File: src/rtl/bac_pkg.sv
package bac_pkg;
  localparam int DATA_W = 8;
  localparam int ADDR_W = 7;
  localparam int BANK_W = 4;
  localparam int OFS_W  = ADDR_W - 1;
  localparam int NUM_DIRECT = 1 << OFS_W;

  typedef enum logic [2:0] {
    RG_CFG    = 3'd0,
    RG_EDS    = 3'd1,
    RG_USER   = 3'd2,
    RG_NOBANK = 3'd3,
    RG_DIRECT = 3'd4
  } region_t;

  // Region of an access: top address bit picks the direct half.
  function automatic region_t region_of(logic upper, logic [DATA_W-1:0] bank_sel);
    if (upper)                                   return RG_DIRECT;
    else if (bank_sel >= DATA_W'(1 << BANK_W))   return RG_NOBANK;
    else if (bank_sel == '0)                     return RG_CFG;
    else if (!bank_sel[BANK_W-1])                return RG_EDS;
    else                                         return RG_USER;
  endfunction

  // Protection policy; ofs is the offset within the direct half.
  function automatic logic access_ok(region_t rg, logic prot, logic is_wr,
                                     logic [OFS_W-1:0] ofs);
    if (!prot) return 1'b1;
    case (rg)
      RG_CFG:    return 1'b0;
      RG_EDS:    return !is_wr;
      RG_DIRECT: return !is_wr || (ofs == OFS_W'(0)) || (ofs == OFS_W'(6'h3C));
      default:   return 1'b1;
    endcase
  endfunction

  // Reset value of direct register at offset idx from 0x40.
  function automatic logic [DATA_W-1:0] direct_default(int unsigned idx);
    case (idx)
      32'h38:  return DATA_W'(8'h4E);
      32'h39:  return DATA_W'(8'h51);
      32'h3A:  return DATA_W'(8'h43);
      32'h3B:  return DATA_W'(8'h31);
      32'h3E:  return DATA_W'(8'h69);
      32'h3F:  return DATA_W'(8'h43);
      default: return '0;
    endcase
  endfunction
endpackage

File: src/rtl/bac_decode.sv
module bac_decode
  import bac_pkg::*;
(
  input  logic [ADDR_W-1:0] addr,
  input  logic [DATA_W-1:0] bank_sel,
  output region_t           region,
  output logic [BANK_W-1:0] bank,
  output logic [OFS_W-1:0]  ofs
);
  always_comb begin
    region = region_of(addr[ADDR_W-1], bank_sel);
    bank   = bank_sel[BANK_W-1:0];
    ofs    = addr[OFS_W-1:0];
  end
endmodule

File: src/rtl/bac_policy.sv
module bac_policy
  import bac_pkg::*;
(
  input  region_t          region,
  input  logic             prot,
  input  logic             is_wr,
  input  logic [OFS_W-1:0] ofs,
  output logic             allow
);
  always_comb allow = access_ok(region, prot, is_wr, ofs);
endmodule

File: src/rtl/bac_direct_regs.sv
module bac_direct_regs
  import bac_pkg::*;
(
  input  logic              clk,
  input  logic              rst_n,
  input  logic              we,
  input  logic [OFS_W-1:0]  idx,
  input  logic [DATA_W-1:0] wdata,
  output logic [DATA_W-1:0] rd_data,
  output logic [DATA_W-1:0] bank_sel
);
  logic [DATA_W-1:0] regs [NUM_DIRECT];

  for (genvar g = 0; g < NUM_DIRECT; g++) begin : g_reg
    localparam logic [DATA_W-1:0] RST_VAL = direct_default(g);
    always_ff @(posedge clk or negedge rst_n) begin
      if (!rst_n)                          regs[g] <= RST_VAL;
      else if (we && idx == OFS_W'(g))     regs[g] <= wdata;
    end
  end

  assign rd_data  = regs[idx];
  assign bank_sel = regs[0];
endmodule

File: src/rtl/bank_access_ctrl.sv
module bank_access_ctrl
  import bac_pkg::*;
#(
  parameter int DW = DATA_W,
  parameter int AW = ADDR_W,
  localparam int BW = BANK_W,
  localparam int OW = AW - 1
) (
  input  logic          clk,
  input  logic          rst_n,
  input  logic          rd_en,
  input  logic          wr_en,
  input  logic [AW-1:0] addr,
  input  logic [DW-1:0] wdata,
  input  logic          cfg_prot,
  input  logic [DW-1:0] win_rdata,
  output logic [BW-1:0] win_bank,
  output logic [OW-1:0] win_offset,
  output logic          win_we,
  output logic [DW-1:0] rdata,
  output logic          rd_valid,
  output logic          access_error
);
  region_t       region;
  logic          is_rd, is_wr, allow, dir_we, in_window;
  logic [DW-1:0] bank_sel, dir_rdata, rd_next;

  assign is_wr = wr_en;
  assign is_rd = rd_en & ~wr_en;

  bac_decode u_decode (
    .addr(addr), .bank_sel(bank_sel),
    .region(region), .bank(win_bank), .ofs(win_offset)
  );

  bac_policy u_policy (
    .region(region), .prot(cfg_prot), .is_wr(is_wr),
    .ofs(win_offset), .allow(allow)
  );

  bac_direct_regs u_regs (
    .clk(clk), .rst_n(rst_n), .we(dir_we), .idx(win_offset),
    .wdata(wdata), .rd_data(dir_rdata), .bank_sel(bank_sel)
  );

  assign in_window = (region == RG_CFG) || (region == RG_EDS) || (region == RG_USER);
  assign win_we    = is_wr && allow && in_window;
  assign dir_we    = is_wr && allow && (region == RG_DIRECT);

  always_comb begin
    rd_next = '0;
    if (allow) begin
      if (region == RG_DIRECT) rd_next = dir_rdata;
      else if (in_window)      rd_next = win_rdata;
    end
  end

  always_ff @(posedge clk or negedge rst_n) begin
    if (!rst_n) begin
      rdata        <= '0;
      rd_valid     <= 1'b0;
      access_error <= 1'b0;
    end else begin
      rd_valid     <= is_rd;
      access_error <= (is_rd || is_wr) && !allow;
      if (is_rd) rdata <= rd_next;
    end
  end

  // a read strobe is answered on the next edge, and only then
  a_r3_valid_after_read: assert property (@(posedge clk) disable iff (!rst_n)
    (rd_en && !wr_en) |=> rd_valid);
  a_r3_no_spurious_valid: assert property (@(posedge clk) disable iff (!rst_n)
    !rd_en |=> !rd_valid);
  // denied read yields zero data; an error always follows a strobe
  a_r9_denied_read_zero: assert property (@(posedge clk) disable iff (!rst_n)
    (rd_valid && access_error) |-> (rdata == '0));
  a_r9_error_needs_access: assert property (@(posedge clk) disable iff (!rst_n)
    access_error |-> $past(rd_en || wr_en));
  // unprotected accesses never raise an error
  a_r4_open_when_unprotected: assert property (@(posedge clk) disable iff (!rst_n)
    (!cfg_prot && (rd_en || wr_en)) |=> !access_error);
  // under protection only user banks reach the store write port
  a_r6_prot_window_write: assert property (@(posedge clk) disable iff (!rst_n)
    (cfg_prot && win_we) |-> win_bank[BW-1]);
  // protected direct writes only at the two exempt addresses
  a_r8_prot_direct_write: assert property (@(posedge clk) disable iff (!rst_n)
    (cfg_prot && dir_we) |-> (addr == AW'(7'h40) || addr == AW'(7'h7C)));
  // an out-of-range bank never produces an error
  a_r10_bad_bank_silent: assert property (@(posedge clk) disable iff (!rst_n)
    ((rd_en || wr_en) && !addr[AW-1] && bank_sel > DW'(15)) |=> !access_error);
endmodule

File: config.mk
export PLATFORM = sky130hd
export DESIGN_NAME = bank_access_ctrl
export DESIGN_NICKNAME = d
export VERILOG_FILES = /design/src/rtl/bac_pkg.sv /design/src/rtl/bac_decode.sv /design/src/rtl/bac_policy.sv /design/src/rtl/bac_direct_regs.sv /design/src/rtl/bank_access_ctrl.sv
export SDC_FILE = /design/constraint.sdc
export NUM_CORES = 1
export LEC_CHECK = 0
export ABC_CLOCK_PERIOD_IN_PS = 1900
export CAP_MARGIN = 20
export CORE_MARGIN = 2
export CORE_UTILIZATION = 50
export CTS_BUF_LIST = sky130_fd_sc_hd__clkbuf_4 sky130_fd_sc_hd__clkbuf_8
export CTS_CLUSTER_SIZE = 20
export DETAILED_ROUTE_END_ITERATION = 6
export PLACE_DENSITY = 0.65
export SLEW_MARGIN = 5
export SYNTH_ARGS = -nofsm -noshare
export SYNTH_HDL_FRONTEND = slang
export SYNTH_SLANG_ARGS = --single-unit
File: constraint.sdc
create_clock -name clk -period 1.9 [get_ports clk]
set_input_delay 0.285 -clock clk [delete_from_list [all_inputs] [get_ports clk]]
set_output_delay 0.285 -clock clk [all_outputs]
set_load 0.02 [all_outputs]
==> Flow_metrics.wiki <==
{| class="wikitable"
! Metric !! Value
|-
| Endpoint arrival time on the critical path || 2.59 ns
|-
| Critical Path RT || approximately 2.4 ns
|-
| Hold Crit Class || in -> async
|-
| Instance area after placement || roughly 0.029 mm2
|-
| Count of fill cells added during filler insertion || 3,379
|-
| Kind of launch point of the worst setup path || input port
|-
| Number of antenna diodes || 0
|-
| Worst VDD drop || 0.5077 mV
|-
| HPWL after detailed placement || between 40,000 and 50,000 um
|-
| Global-route wire length before repair || approximately 110,000 um
|-
| Count of mapped cells out of synthesis || 1,632
|-
| Mean cell area of the mapped netlist || approximately 15 um2
|-
| Vias in the first global route || 16,840
|-
| Classification of the worst setup path || in -> reg
|-
| Vias per Instance || between 5 and 6
|-
| Count of H-tree levels built during CTS || 3
|-
| Status || complete, but fails checks
|-
| Router iterations before antenna repair || 5
|-
| # port buffers || 48
|-
| Root Driver || sky130_fd_sc_hd__clkbuf_8
|-
| Number of nets in the synthesized netlist || roughly 1,700
|-
| P&R area growth vs syn || 31.46%
|-
| Sequential share of the synthesized area || 52.88%
|-
| Post-detailed-route DRC marker count || 0
|-
| Initial core utilization || 50.56%
|-
| Most frequent cell after synthesis || sky130_fd_sc_hd__mux2_2
|-
| Largest cells by area after synthesis || sky130_fd_sc_hd__dfrtp_1 51%, sky130_fd_sc_hd__mux2_2 23%, sky130_fd_sc_hd__mux4_2 8.6%
|-
| FP Rows || 81
|-
| Buffer levels on the longest clock path || 3
|-
| Unrepaired setup endpoints after global routing || yes
|-
| Violations in the final reports || setup timing
|-
| Most used flip-flop cell after synthesis || sky130_fd_sc_hd__dfrtp_1
|-
| Final core utilization || between 60% and 70%
|-
| Number of slew-limit violations in the final report || 0
|-
| Routed len/inst || roughly 26 um
|-
| Overall routed net length || around 70,000 um
|-
| Final count of hold timing violations || 0
|-
| Max FO, Critical Path || 8
|-
| Worst relative slew slack || 65.49%
|-
| Layout net count || just under 2,000
|-
| Number of warning messages in the yosys log || 0
|-
| Highest clock rate || between 0.4 and 0.5 GHz
|-
| Post-synthesis instance area || roughly 0.025 mm2
|-
| Latest clock arrival within the worst-skew pair || about 0.67 ns
|-
| Height of the die || between 200 and 250 um
|-
| Number of synthesized flops with an enable pin || 0
|-
| Core box area || between 0.04 and 0.05 mm2
|-
| Share of Yosys cell area claimed by the top area cell type || roughly 50%
|-
| Number of buffers added by the clock tree synthesis step || between 80 and 90
|-
| Proportion of register bits with asynchronous set or reset after synthesis || 100.0%
|-
| Global-route usage over all layers || 28.22%
|-
| Leading area contributor after synthesis || sky130_fd_sc_hd__dfrtp_1
|-
| Multi-input gate area in the final layout || 0.01332 mm2
|-
| First DRT Iteration DRCs || between 1,000 and 1,500
|-
| Min setup slack post-route || -0.1525 ns
|-
| Crit path capture type || register
|-
| Count of different cell masters after synthesis || a little over 50
|-
| Post-DRT Antenna Nets || 0
|-
| Via Count || between 15,000 and 20,000
|-
| Total of max-cap violations || 0
|-
| LEAKAGE || ~16 nW
|-
| Final worst-path cycle share || 108.0%
|-
| Final min period || approximately 2.1 ns
|-
| Placer's final routability congestion estimate || around 0.91
|-
| Share of final-layout standard cells stronger than drive strength 1 || around three fifths
|-
| Setup clock skew after layout || 0.02833 ns
|-
| Final setup vio count || between 400 and 500
|-
| Yosys reg bits || approximately 520
|-
| Pwr per Cell Area || slightly below 800 mW/mm2
|-
| Antenna violations before repair || 0
|-
| Sink Count || between 500 and 600
|-
| Total overflow reported by the global router || 0
|-
| CTS tree || yes
|-
| Top-Level Pins || 49
|-
| Maximum number of pins on one net before global-route repair || between 80 and 90
|-
| Chip width || roughly 230 um
|-
| Clock-pin slew of the registers on the worst-case setup and hold paths || around 0.060 ns
|-
| Sequential cell area in the final layout || approximately 0.013 mm2
|-
| Post-synth top cells || 509 x sky130_fd_sc_hd__mux2_2, 502 x sky130_fd_sc_hd__dfrtp_1, 95 x sky130_fd_sc_hd__mux4_2, 82 x sky130_fd_sc_hd__mux2i_1, 65 x sky130_fd_sc_hd__clkbuf_1
|-
| Actual slew at the worst max-slew pin || 0.5171 ns
|-
| Final design area excluding fillers || approximately 0.033 mm2
|-
| Die Outline Area || 0.05129 mm2
|}
==> cell type report <==
| type | count | area share, % |
|---|---|---|
| Tap cell | 664 | 2.554 |
| Multi-Input combinational cell | 984 | 40.93 |
| Timing Repair Buffer | 317 | 10.48 |
| Clock inverter | 14 | 0.2308 |
| Inverter | 3 | 0.03461 |
| Sequential cell | 522 | 40.23 |
| Clock buffer | 147 | 5.546 |
==> registers in the layout, indices dropped and copies added (netlist names) <==
| signal | flops |
|---|---|
| u_regs.regs | 504 |
| rdata | 8 |
| u_regs.bank_sel | 8 |
| access_error | 1 |
| rd_valid | 1 |
==> power by group <==
part	switching, W	internal (W)	leakage (nW)
combinational	0.00150	0.00162	7.74
clock	0.00461	0.00597	1.01
sequential	0.000337	0.0117	7.12
total	0.00645	0.0193	15.9
==> metal layers <==
| layer | track usage [%] | part of all wire [%] |
|---|---|---|
| met1 | 40.06 | 46 |
| met2 | 42.47 | 45 |
| met3 | 7.360 | 6.2 |
| met4 | 9.232 | 3.0 |
| met5 | 0 | 0 |
==> worst max-delay path, cell delays in order <==
cell and delay [ns]:
sky130_fd_sc_hd__buf_12 0.12, sky130_fd_sc_hd__or4_4 0.51, sky130_fd_sc_hd__a211o_1 0.33, sky130_fd_sc_hd__a21oi_4 0.16
sky130_fd_sc_hd__buf_12 0.13, sky130_fd_sc_hd__buf_12 0.14, sky130_fd_sc_hd__nand2_8 0.07, sky130_fd_sc_hd__buf_16 0.20
sky130_fd_sc_hd__nor2_8 0.29, sky130_fd_sc_hd__mux2_4 0.34
==> what timing repair did <==
| item | 4_1_cts | 5_1_grt |
|---|---|---|
| resized for setup | 310 | 121 |
| hold buffers | 1 | 0 |
| endpoints found under the setup margin | 536 | 517 |
| pin swaps | 53 | 52 |
| hold endpoints to repair | 298 | 0 |
| buffers inserted | 13 | 11 |
| cloned | 1 | 0 |
==> cells by family (layout without fill, tap and decap cells) <==
group	Yosys count	count (layout)	share of synthesized area, %
AO/OA/AOI/OAI	108	108	3.028
AND/OR/NAND/NOR	182	182	6.264
buffers and inverters	126	481	2.341
flip-flops	522	522	52.88
multiplexers	694	694	35.49
==> worst paths after layout <==
kind / slack (ns) / cells after the start / start / to
worst max-delay path: -0.15 / 10 / addr[3] / u_regs.regs[389]
worst min-delay path: 0.1 / 2 / rst_n / u_regs.regs[106]
worst max register to register: -0.09 / 5 / u_regs.regs[358] / rdata[6]
worst min register to register: 0.50 / 1 / u_regs.regs[201] / u_regs.regs[201]
max in group asynchronous: 0.99 / 3 / rst_n / u_regs.regs[197]
min in group clk: 0.17 / 2 / wdata[5] / u_regs.regs[37]
==> per-stage QoR <==
step	total power, W	setup TNS, ns	std cells	setup WS [ns]	hold WS (ns)
floorplan	0.01372	-282.23	1632	-0.6056	-0.01059
detailed placement	0.01502	-516.18	2465	-1.082	0.1954
global placement	0.01494	-505.87	2465	-1.040	0.1907
global route	0.02675	-27.42	2651	-0.1947	0.09338
finish	0.02575	-30.28	2651	-0.1525	0.09747
CTS	0.02581	-14.41	2641	-0.2461	0.07336
==> cell usage in the layout (no fill, tap or decap), types with 4 or more instances in the layout <==
cell	count
sky130_fd_sc_hd__mux2_4	506
sky130_fd_sc_hd__dfrtp_1	502
sky130_fd_sc_hd__buf_4	187
sky130_fd_sc_hd__clkbuf_8	112
sky130_fd_sc_hd__mux4_2	95
sky130_fd_sc_hd__mux2i_1	81
sky130_fd_sc_hd__buf_12	68
sky130_fd_sc_hd__nor2_8	40
sky130_fd_sc_hd__clkbuf_4	35
sky130_fd_sc_hd__a22oi_1	30
sky130_fd_sc_hd__nand2_1	27
sky130_fd_sc_hd__nor2_4	25
sky130_fd_sc_hd__nand3_1	23
sky130_fd_sc_hd__dfstp_2	20
sky130_fd_sc_hd__clkdlybuf4s50_1	18
sky130_fd_sc_hd__o21ai_0	16
sky130_fd_sc_hd__o22ai_1	14
sky130_fd_sc_hd__buf_6	14
sky130_fd_sc_hd__dlygate4sd2_1	14
sky130_fd_sc_hd__clkinv_2	12
sky130_fd_sc_hd__nor2_1	11
sky130_fd_sc_hd__nor2b_1	11
sky130_fd_sc_hd__mux2_2	11
sky130_fd_sc_hd__buf_2	8
sky130_fd_sc_hd__nand2_2	6
sky130_fd_sc_hd__nor3_1	6
sky130_fd_sc_hd__nand3_2	5
sky130_fd_sc_hd__nand2b_1	5
sky130_fd_sc_hd__o211ai_1	5
sky130_fd_sc_hd__a221oi_1	5
sky130_fd_sc_hd__nand4_1	4
sky130_fd_sc_hd__a21oi_1	4
sky130_fd_sc_hd__o21ai_1	4
sky130_fd_sc_hd__a21oi_2	4
Note: power is estimated with default switching activity, not from simulation.
